<file path="config.mk">
export PLATFORM = sky130hd
export DESIGN_NAME = mdio_frame_ctrl
export DESIGN_NICKNAME = d
export VERILOG_FILES = /design/src/rtl/mdio_pkg.sv /design/src/rtl/mdio_mdc_gen.sv /design/src/rtl/mdio_shift_eng.sv /design/src/rtl/mdio_frame_ctrl.sv
export SDC_FILE = /design/constraint.sdc
export NUM_CORES = 1
export LEC_CHECK = 0
export ABC_AREA = 1
export BUFFER_PORTS_ARGS = -buffer_cell sky130_fd_sc_hd__buf_2
export CAP_MARGIN = 10
export CORE_MARGIN = 2
export CORE_UTILIZATION = 50
export CTS_BUF_LIST = sky130_fd_sc_hd__clkbuf_8
export DETAILED_ROUTE_END_ITERATION = 16
export PLACE_DENSITY_LB_ADDON = 0.2
export SLEW_MARGIN = 20
export SYNTH_ARGS = -nofsm -noshare
export SYNTH_HDL_FRONTEND = slang
export SYNTH_SLANG_ARGS = --single-unit
</file>
<file path="constraint.sdc">
create_clock -name clk -period 9.45 [get_ports clk]
set_input_delay 0.945 -clock clk [delete_from_list [all_inputs] [get_ports clk]]
set_output_delay 0.945 -clock clk [all_outputs]
set_load 0.03 [all_outputs]
</file>
<file path="src/rtl/mdio_pkg.sv">
package mdio_pkg;
  localparam int DATA_W     = 32;
  localparam int ADDR_W     = 2;
  localparam int PRE_BITS   = 32;
  localparam int FRAME_BITS = PRE_BITS + DATA_W;
  localparam int RX_BITS    = 16;
  localparam int OP_MSB     = 29;
  localparam int DIV_W      = 6;
  localparam int DIV_LSB    = 1;

  localparam logic [ADDR_W-1:0] A_DATA = 2'd0;
  localparam logic [ADDR_W-1:0] A_CLK  = 2'd1;
  localparam logic [ADDR_W-1:0] A_EVT  = 2'd2;
  localparam logic [ADDR_W-1:0] A_CTRL = 2'd3;

  localparam logic [1:0] OP_READ = 2'b10;
endpackage

</file>
<file path="src/rtl/mdio_mdc_gen.sv">
module mdio_mdc_gen #(
  parameter int DIV_W = 6
) (
  input  logic             clk,
  input  logic             rst_n,
  input  logic             run,
  input  logic [DIV_W-1:0] div,
  output logic             mdc,
  output logic             rise_tick,
  output logic             fall_tick
);
  logic [DIV_W-1:0] cnt_q, cnt_d;
  logic             mdc_q, mdc_d;
  logic             term;

  assign term = run && (cnt_q == (div - {{(DIV_W-1){1'b0}}, 1'b1}));

  always_comb begin
    cnt_d = cnt_q;
    mdc_d = mdc_q;
    if (!run) begin
      cnt_d = '0;
      mdc_d = 1'b0;
    end else if (term) begin
      cnt_d = '0;
      mdc_d = !mdc_q;
    end else begin
      cnt_d = cnt_q + {{(DIV_W-1){1'b0}}, 1'b1};
    end
  end

  always_ff @(posedge clk or negedge rst_n) begin
    if (!rst_n) begin
      cnt_q <= '0;
      mdc_q <= 1'b0;
    end else begin
      cnt_q <= cnt_d;
      mdc_q <= mdc_d;
    end
  end

  assign mdc       = mdc_q;
  assign rise_tick = term && !mdc_q;
  assign fall_tick = term && mdc_q;


  mdc_hold_chk: assert property (@(posedge clk) disable iff (!rst_n)
    (run && !term) |=> $stable(mdc));


  mdc_idle_low_chk: assert property (@(posedge clk) disable iff (!rst_n)
    !run |=> !mdc);
endmodule

</file>
<file path="src/rtl/mdio_shift_eng.sv">
module mdio_shift_eng
  import mdio_pkg::*;
(
  input  logic               clk,
  input  logic               rst_n,
  input  logic               start,
  input  logic [DATA_W-1:0]  word,
  input  logic               rise_tick,
  input  logic               fall_tick,
  input  logic               mdio_i,
  output logic               busy,
  output logic               is_read,
  output logic               done,
  output logic               mdio_o,
  output logic               mdio_oe,
  output logic [RX_BITS-1:0] rx_data
);
  localparam int BIT_W = $clog2(FRAME_BITS);
  localparam logic [BIT_W-1:0] LAST_IDX = BIT_W'(FRAME_BITS - 1);
  localparam logic [BIT_W-1:0] TA2_IDX  = BIT_W'(FRAME_BITS - RX_BITS - 1);
  localparam logic [BIT_W-1:0] RX0_IDX  = BIT_W'(FRAME_BITS - RX_BITS);

  logic [FRAME_BITS-1:0] tx_q, tx_d;
  logic [BIT_W-1:0]      bit_q, bit_d;
  logic                  busy_q, busy_d;
  logic                  rd_q, rd_d;
  logic [RX_BITS-1:0]    rx_q, rx_d;

  always_comb begin
    tx_d   = tx_q;
    bit_d  = bit_q;
    busy_d = busy_q;
    rd_d   = rd_q;
    rx_d   = rx_q;
    if (start) begin
      tx_d   = {{PRE_BITS{1'b1}}, word};
      bit_d  = '0;
      busy_d = 1'b1;
      rd_d   = (word[OP_MSB -: 2] == OP_READ);
      rx_d   = '0;
    end else if (busy_q) begin
      if (rise_tick && rd_q && (bit_q >= RX0_IDX))
        rx_d = {rx_q[RX_BITS-2:0], mdio_i};
      if (fall_tick) begin
        tx_d = tx_q << 1;
        if (bit_q == LAST_IDX) busy_d = 1'b0;
        else bit_d = bit_q + {{(BIT_W-1){1'b0}}, 1'b1};
      end
    end
  end

  always_ff @(posedge clk or negedge rst_n) begin
    if (!rst_n) begin
      tx_q   <= '0;
      bit_q  <= '0;
      busy_q <= 1'b0;
      rd_q   <= 1'b0;
      rx_q   <= '0;
    end else begin
      tx_q   <= tx_d;
      bit_q  <= bit_d;
      busy_q <= busy_d;
      rd_q   <= rd_d;
      rx_q   <= rx_d;
    end
  end

  assign busy    = busy_q;
  assign is_read = rd_q;
  assign done    = busy_q && fall_tick && (bit_q == LAST_IDX);
  assign mdio_o  = busy_q && tx_q[FRAME_BITS-1];
  assign mdio_oe = busy_q && !(rd_q && (bit_q >= TA2_IDX));
  assign rx_data = rx_q;


  first_bit_chk: assert property (@(posedge clk) disable iff (!rst_n)
    start |=> (mdio_oe && mdio_o && busy));


  mdio_on_fall_chk: assert property (@(posedge clk) disable iff (!rst_n)
    (busy_q && !fall_tick && !start) |=> $stable(mdio_o));


  oe_drop_at_end_chk: assert property (@(posedge clk) disable iff (!rst_n)
    done |=> (!mdio_oe && !busy));
endmodule

</file>
<file path="src/rtl/mdio_frame_ctrl.sv">
module mdio_frame_ctrl
  import mdio_pkg::*;
(
  input  logic              clk,
  input  logic              rst_n,
  input  logic              bus_wr,
  input  logic [ADDR_W-1:0] bus_addr,
  input  logic [DATA_W-1:0] bus_wdata,
  output logic [DATA_W-1:0] bus_rdata,
  output logic              mdc,
  output logic              mdio_o,
  output logic              mdio_oe,
  input  logic              mdio_i
);
  logic [1:0]          rst_sync_q;
  logic                rst_s;
  logic [DATA_W-1:0]   data_q, data_d;
  logic [DATA_W-1:0]   clk_q, clk_d;
  logic                evt_q, evt_d;
  logic                en_q, en_d;
  logic [DIV_W-1:0]    div;
  logic                busy, is_read, done, start;
  logic                rise_tick, fall_tick;
  logic [RX_BITS-1:0]  rx_data;
  logic                wr_data;

  always_ff @(posedge clk or negedge rst_n) begin
    if (!rst_n) rst_sync_q <= 2'b00;
    else        rst_sync_q <= {rst_sync_q[0], 1'b1};
  end
  assign rst_s = rst_sync_q[1];

  assign div     = clk_q[DIV_LSB +: DIV_W];
  assign wr_data = bus_wr && (bus_addr == A_DATA);
  assign start   = wr_data && !busy && en_q && (div != '0);

  always_comb begin
    data_d = data_q;
    clk_d  = clk_q;
    evt_d  = evt_q;
    en_d   = en_q;
    if (wr_data && !busy) data_d = bus_wdata;
    if (done && is_read) data_d[RX_BITS-1:0] = rx_data;
    if (bus_wr && (bus_addr == A_CLK))  clk_d = bus_wdata;
    if (bus_wr && (bus_addr == A_CTRL)) en_d  = bus_wdata[0];
    if (done) evt_d = 1'b1;
    else if (bus_wr && (bus_addr == A_EVT) && bus_wdata[0]) evt_d = 1'b0;
  end

  always_ff @(posedge clk or negedge rst_s) begin
    if (!rst_s) begin
      data_q <= '0;
      clk_q  <= '0;
      evt_q  <= 1'b0;
      en_q   <= 1'b0;
    end else begin
      data_q <= data_d;
      clk_q  <= clk_d;
      evt_q  <= evt_d;
      en_q   <= en_d;
    end
  end

  always_comb begin
    case (bus_addr)
      A_DATA:  bus_rdata = data_q;
      A_CLK:   bus_rdata = clk_q;
      A_EVT:   bus_rdata = {{(DATA_W-2){1'b0}}, busy, evt_q};
      default: bus_rdata = {{(DATA_W-1){1'b0}}, en_q};
    endcase
  end

  mdio_mdc_gen #(.DIV_W(DIV_W)) u_mdc (
    .clk       (clk),
    .rst_n     (rst_s),
    .run       (busy),
    .div       (div),
    .mdc       (mdc),
    .rise_tick (rise_tick),
    .fall_tick (fall_tick)
  );

  mdio_shift_eng u_eng (
    .clk       (clk),
    .rst_n     (rst_s),
    .start     (start),
    .word      (bus_wdata),
    .rise_tick (rise_tick),
    .fall_tick (fall_tick),
    .mdio_i    (mdio_i),
    .busy      (busy),
    .is_read   (is_read),
    .done      (done),
    .mdio_o    (mdio_o),
    .mdio_oe   (mdio_oe),
    .rx_data   (rx_data)
  );


  done_sets_evt_chk: assert property (@(posedge clk) disable iff (!rst_s)
    done |=> evt_q);


  busy_write_ignored_chk: assert property (@(posedge clk) disable iff (!rst_s)
    (busy && wr_data && !done) |=> $stable(data_q));


  zero_div_no_start_chk: assert property (@(posedge clk) disable iff (!rst_s)
    (div == '0 && !busy) |=> !busy);


  disabled_no_start_chk: assert property (@(posedge clk) disable iff (!rst_s)
    (!en_q && !busy) |=> !busy);
endmodule

</file>
==> results.yml, run 1 <==
run_status:
  run_status: "finished, final reports clean"
clock_network:
  cts_root_buffer: "sky130_fd_sc_hd__clkbuf_8"
  max-clock-path-buffers: 2
  numClockSinks: 163
  cts_setup_buffers: 0
  clk_latency_ps: 460
  ctsHtreeMaxLevel: 4
  ctsHoldBuffers: 0
  cts.reportedPaths.clkPinSlew_ps: 90
  tritoncts.num_buffers: 17
  post_cts_resized: 0
  cts_tree: "yes"
logic_synthesis:
  syn_area_per_cell_um2: 8.49
  synth_top_area_share_pct: 54.9
  synth-warning-count: 0
  synth.ff_latch_count: 163
  syn_inst: 875
  post_synth_main_area_contributors: "sky130_fd_sc_hd__dfrtp_1, sky130_fd_sc_hd__nand2_1, sky130_fd_sc_hd__o21ai_0, sky130_fd_sc_hd__nand3_1, sky130_fd_sc_hd__a22o_1"
  synth_top_cell_by_area: "sky130_fd_sc_hd__dfrtp_1"
  synthesis.nets: 917
  mappedNetlistArea_um2: 7430
  ys_async_sr_fraction_pct: 100
  synth_enable_flop_cells: 0
  seq_total_area_yosys_pct: 54.9
  synth.lib_cells_used.distinct: 30
  ys.flop_type: "sky130_fd_sc_hd__dfrtp_1"
placement:
  globalplace.congestion: 0.837
  place_hpwl_um: 11300
  post_dp_cell_area_um2: 7850
  buffer_ports.inserted: 72
  dp_worst_setup_slack_ps: 5590
final_layout:
  design.final.nets: 964
  final_design_area_no_fill_um2: 8220
  multi_input_area_um2: 2870
  fill_cells: 1339
  syn2layout_area_growth_pct: 10.7
  post_route_cells_drive_above_1_share_pct: 13.8
  antennaDiodeCount: 0
  seqCellArea_um2: 4080
sta:
  final.setup_skew_ps: 10.6
  timing.final.ws_setup_ps: 6040
  hold_ws_ps: 208
  fin_crit_sh_pct: 36.1
  finalSetupViolations: 0
  transition_time_of_the_tightest_slew_check_pin_ps: 1030
  relSlewSlack_pct: 31.2
  final_max_slew_viol_count: 0
  fmaxAchievable_mhz: 293
  grt_setup_unrepaired: "false"
  hold_vio_cnt_final: 0
  setup_total_negative_slack_ps: 0
  finalCriticalPeriod_ps: 3410
run:
  cap_violations: 0
die:
  die_y_um: 126
  floorplan.rows: 44
  chipWidth_um: 126
  floorplan.initialDensity_pct: 51.1
  coreArea_um2: 14500
  fp.dieArea_um2: 15800
  io-pin-count: 73
grt:
  gr_util_all_layers_pct: 22.3
  grt_start_max_net_pins: 76
  grt_pass1_wl_um: 28100
  initial_antenna_violation_count: 0
  gr-total-overflow: 0
  first_global_vias: 5484
setup_path:
  critical_path_class: "input port to flop"
  worst-endpoint-arrival_ps: 3730
  worst_setup_path_end_kind: "flop"
  cp-startpoint: "bus_addr[1]"
  cp.required_ps: 9770
  timing.rr.start: "u_eng.busy"
  cp-start-kind: "input port"
  cp_max_fo: 61
power_and_ir_drop:
  proportion_of_power_drawn_by_combinational_gates_pct: 17.0
  power.density_nw_per_um2: 188
  switching_share_pct: 31.0
  clock_power_share_pct: 31.0
  seq_power_share_pct: 52.1
  vdd.ir_drop.worst_v: 0.0000922
  static-leakage-power_nw: 4.22
  net_sw_power_w: 0.000479
  internal_power_w: 0.00106
routing:
  drcViolationCount: 0
  route.detailed.wl_per_inst_um: 15.2
  route.vias.total: 6004
  drtIter0Drc: 684
  drt_wl_total_um: 17000
  ant_nets: 0
  viasPerCell: 5.37
  drtPass1Iterations: 7
min_path:
  min-delay-path-class: "flop to asynchronous set/reset pin"
[sequential cells by signal (all words and copies together) (netlist names), 2 cells and up]
name and cells:
clk_q 32, data_q 32, rst_sync_q 2, u_eng.bit_q 6, u_eng.rx_data 16, u_eng.tx_q 64, u_mdc.cnt_q 6
[area by class of cell]
| type | count | share of cell area (%) |
|---|---|---|
| multi-input combinational | 595 | 34.9 |
| clock inverter | 13 | 1.34 |
| clock buffer | 19 | 3.18 |
| sequential | 163 | 49.7 |
| timing repair buffer | 81 | 5.20 |
| inverter | 64 | 2.92 |
| tap | 184 | 2.80 |
[final timing paths]
path | end | slack [ps] | cells after the start
setup / recovery | u_eng.tx_q[0] | 6040 | 11
hold / removal | u_eng.bit_q[1] | 210 | 0
setup reg to reg | u_eng.tx_q[14] | 6400 | 9
hold reg to reg | u_eng.bit_q[1] | 210 | 0
max in group asynchronous | data_q[0] | 7980 | 1
min in group clk | rst_sync_q[1] | 360 | 0
[synthesized netlist by cell type (all sizes together), types with 2 or more instances]
| master | n |
|---|---|
| o211ai | 27 |
| buf | 24 |
| dfrtp | 163 |
| nor3 | 3 |
| clkbuf | 29 |
| nor2 | 27 |
| nand3 | 65 |
| inv | 64 |
| xor2 | 5 |
| nand4 | 19 |
| a22o | 25 |
| o21ai | 112 |
| xnor2 | 2 |
| nand2 | 299 |
| ha | 4 |
| a21oi | 3 |
[metal layers]
layer	part of all wire (%)	vias to the layer above	GRT usage, %
met3	4.4	25	3.78
met1	50	2866	33.8
met2	44	140	32.5
met5	0	-	0
met4	1.8	0	8.08
li1	-	2973	-
[critical path, stage by stage]
cell                      delay, ps
sky130_fd_sc_hd__buf_2          130
sky130_fd_sc_hd__nor2_2         100
sky130_fd_sc_hd__buf_4          340
sky130_fd_sc_hd__nand3_1        180
sky130_fd_sc_hd__inv_2          270
sky130_fd_sc_hd__nand3_2        120
sky130_fd_sc_hd__buf_4          290
sky130_fd_sc_hd__nand2_4        510
sky130_fd_sc_hd__inv_2          530
sky130_fd_sc_hd__nand2_1        160
sky130_fd_sc_hd__o21ai_0         90
[placed cells by master, fill, tap and decap left out, drive strengths merged]
master | netlist | final
clkinv | 0 | 6
clkbuf | 29 | 19
o221ai | 1 | 1
buf | 24 | 81
clkinvlp | 0 | 4
nor3 | 3 | 3
ha | 4 | 4
xnor2 | 2 | 2
nand3 | 65 | 65
bufinv | 0 | 1
nand4 | 19 | 19
nor2 | 27 | 27
a22o | 25 | 25
conb | 1 | 1
nand2 | 299 | 299
a21oi | 3 | 3
nand3b | 1 | 1
o21ai | 112 | 112
xor2 | 5 | 5
o211ai | 27 | 27
inv | 64 | 66
dfrtp | 163 | 163
o22ai | 1 | 1
[cells by family (layout without fill, tap and decap cells)]
| group | after synthesis | after routing | synth area share (%) |
|---|---|---|---|
| AND/OR/NAND/NOR | 414 | 414 | 23.4 |
| AO/OA/AOI/OAI | 169 | 169 | 13.6 |
| flip-flops | 163 | 163 | 54.9 |
| buffers and inverters | 117 | 177 | 6.52 |
| XOR/XNOR | 7 | 7 | 0.825 |
| adder cells (fa/ha/maj) | 4 | 4 | 0.674 |
| other | 1 | 1 | 0.0505 |
[power groups by stage]
stage | sequential, W | combinational [W] | clock, W
after detailed placement | 0.000817 | 0.000263 | 0
after floorplan | 0.000817 | 0.000191 | 0
after CTS | 0.000803 | 0.000265 | 0.000487
after global placement | 0.000815 | 0.000260 | 0
after global routing | 0.000813 | 0.000304 | 0.000517
final | 0.000804 | 0.000262 | 0.000478
[metrics by stage]
stage / std cells / power [W] / utilization, %
2_1_floorplan: 875 / 0.00101 / -
3_3_place_gp: 1087 / 0.00108 / 54.0
3_5_place_dp: 1087 / 0.00108 / 54.0
4_1_cts: 1119 / 0.00156 / 56.6
5_1_grt: 1119 / 0.00163 / 56.6
6_report: 1119 / 0.00154 / 56.6
No activity file was read; power rests on OpenSTA's default activity.
==> run 2, diff against run 1 <==
Clock period 9.45 ns to 3.1 ns, I/O delays scaled along.
==> run 2 against run 1 <==
Via count barely moved. Worst hold slack got worse by 130 ps. Setup slack got worse by 5700 ps. Clock skew up 1.6 ps. Clock power rose to 3.3 times the previous value. Non-clock buffer count increased by 9. Cell count increased by 0.71%. First-iteration DRC count fell by 19%. Sequential power grew to 3.1 times the previous value. Flip-flop and latch count did not move. Utilization increased by 0.78 points. Critical endpoint is now u_eng.tx_q[26].
==> results.yml, run 2 (synthesis gave the netlist of run 1 again) <==
run_status:
  run_status: "finished, final reports clean"
die:
  floorplan.initialDensity_pct: 51.1
  coreArea_um2: 14500
  chipWidth_um: 126
  io-pin-count: 73
  fp.dieArea_um2: 15800
  floorplan.rows: 44
  die_y_um: 126
setup_path:
  crit_path_frequent_cell: "sky130_fd_sc_hd__nand2_1"
  slowest_stage_cell_crit_path: "sky130_fd_sc_hd__inv_2"
  cpLargestDelayFamily: "simple AND/OR/NAND/NOR gates"
  cp-start-kind: "flop"
  critical_path_cell_count: 15
  timing.critical_path.buf_inv: 3
  worstRegToRegCells: 15
  worst-endpoint-arrival_ps: 3100
  critical_path_class: "flop to flop"
  maximum_single_stage_delay_on_the_critical_path_ps: 460
  cp_max_fo: 59
  cp.required_ps: 3440
  path_cells: "inv_2 -> ha_1 -> inv_1 -> nand2_1 -> nand2_1 -> nor2_1 -> nand2_1 -> nor2_1 -> nand3_2 -> nor2_4 -> nand2_4 -> nand2_4 -> inv_2 -> nand2_1 -> nand3_1"
  worst_setup_path_end_kind: "flop"
grt:
  grt_pass1_wl_um: 28700
  initial_antenna_violation_count: 0
  gr_util_all_layers_pct: 22.7
  first_global_vias: 5582
  gr-total-overflow: 0
  grt_start_max_net_pins: 65
clock_network:
  clk_latency_ps: 460
  ctsHtreeMaxLevel: 4
  ctsHoldBuffers: 1
  cts.reportedPaths.clkPinSlew_ps: 80
  tritoncts.num_buffers: 17
  cts_setup_buffers: 0
  cts_tree: "yes"
  max-clock-path-buffers: 2
  numClockSinks: 163
  cts_root_buffer: "sky130_fd_sc_hd__clkbuf_8"
  post_cts_resized: 0
min_path:
  cell_depth_of_the_worst_hold_path: 2
  min-delay-path-class: "input port to flop"
placement:
  buffer_ports.inserted: 72
  globalplace.congestion: 0.859
  place_hpwl_um: 11500
  dpl.cell_count: 1095
final_layout:
  fill_cells: 1340
  layout_commonest_cell: "sky130_fd_sc_hd__nand2_1"
  mostFrequentLayoutCells: "sky130_fd_sc_hd__nand2_1, sky130_fd_sc_hd__dfrtp_1, sky130_fd_sc_hd__o21ai_0"
  syn2layout_area_growth_pct: 12.2
  seqCellArea_um2: 4080
  antennaDiodeCount: 0
  largest_register: "u_eng.tx_q"
  largest_reg_flops: 64
  post_layout_nonfiller_instances: 1127
  biggestRegsByFlops: "u_eng.tx_q (64), clk_q (32), data_q (32)"
  post_route_cells_drive_above_1_share_pct: 14.1
  design.final.nets: 973
  multi_input_area_um2: 2870
sta:
  final_max_slew_viol_count: 0
  finalCriticalPeriod_ps: 2750
  fmaxAchievable_mhz: 363
  setup_total_negative_slack_ps: 0
  transition_time_of_the_tightest_slew_check_pin_ps: 954
  hold_vio_cnt_final: 0
  final.setup_skew_ps: 12.2
  relSlewSlack_pct: 36.3
  grt_setup_unrepaired: "false"
  finalSetupViolations: 0
  fin_crit_sh_pct: 88.8
routing:
  ant_nets: 0
  viasPerCell: 5.32
  route.detailed.wl_per_inst_um: 15.3
  drtPass1Iterations: 5
  route.vias.total: 5999
  drcViolationCount: 0
  drtIter0Drc: 557
  drt_wl_total_um: 17300
run:
  cap_violations: 0
power_and_ir_drop:
  static-leakage-power_nw: 4.29
  power.density_nw_per_um2: 583
  vdd.ir_drop.worst_v: 0.000284
  report.power.total_w: 0.00486
[run 2: cell types whose count changed in the layout (fill, tap and decap cells not counted), sizes merged]
| cell | before | now |
|---|---|---|
| buf | 81 | 89 |
| bufinv | 1 | 3 |
| clkinv | 6 | 1 |
| clkinvlp | 4 | 3 |
| dlygate4sd3 | 0 | 1 |
| inv | 66 | 69 |
[run 2: routing by layer]
metal	up-vias	track usage [%]	wire length, µm
li1	2983	-	-
met1	2871	35.3	8720
met2	125	32.3	7510
met3	20	3.78	758
met4	0	7.69	279
met5	-	0	0
[run 2: final timing paths]
check	slack [ps]	to	from
min in group asynchronous	160	rst_sync_q[1]	rst_n
max	350	u_eng.tx_q[26]	clk_q[1]
max reg2reg	350	u_eng.tx_q[26]	clk_q[1]
min reg2reg	360	rst_sync_q[1]	rst_sync_q[0]
max in group asynchronous	1900	u_eng.bit_q[4]	rst_sync_q[1]
min	80	u_eng.is_read	bus_wdata[28]
[run 2: through the flow]
stage,cell area [µm²],hold WS [ps],util (%),setup WS [ps]
6_report,8340,80.5,57.4,346
5_1_grt,8340,77.9,57.4,7.32
4_1_cts,8340,64.6,57.4,337
3_5_place_dp,7920,100,54.5,381
3_3_place_gp,7920,96.3,54.5,450
2_1_floorplan,7430,14.4,-,403
[run 2: report_power, final]
part,switching (W),internal [W]
combinational,0.000522,0.000278
sequential,0.000161,0.00230
clock,0.000774,0.000824
[run 2: worst register-to-register path, cell delays in order, from the launching register on]
cell and delay [ps]:
sky130_fd_sc_hd__dfrtp_1 450, sky130_fd_sc_hd__inv_2 110, sky130_fd_sc_hd__ha_1 320, sky130_fd_sc_hd__inv_1 50
sky130_fd_sc_hd__nand2_1 50, sky130_fd_sc_hd__nand2_1 40, sky130_fd_sc_hd__nor2_1 70, sky130_fd_sc_hd__nand2_1 50
sky130_fd_sc_hd__nor2_1 110, sky130_fd_sc_hd__nand3_2 130, sky130_fd_sc_hd__nor2_4 160, sky130_fd_sc_hd__nand2_4 90
sky130_fd_sc_hd__nand2_4 270, sky130_fd_sc_hd__inv_2 460, sky130_fd_sc_hd__nand2_1 190, sky130_fd_sc_hd__nand3_1 90
[run 2: cell type report]
| class | count | area share [%] |
|---|---|---|
| tap | 184 | 2.76 |
| clock buffer | 19 | 3.14 |
| clock inverter | 12 | 1.70 |
| multi-input combinational | 595 | 34.4 |
| inverter | 64 | 2.88 |
| sequential | 163 | 49.0 |
| timing repair buffer | 90 | 6.12 |
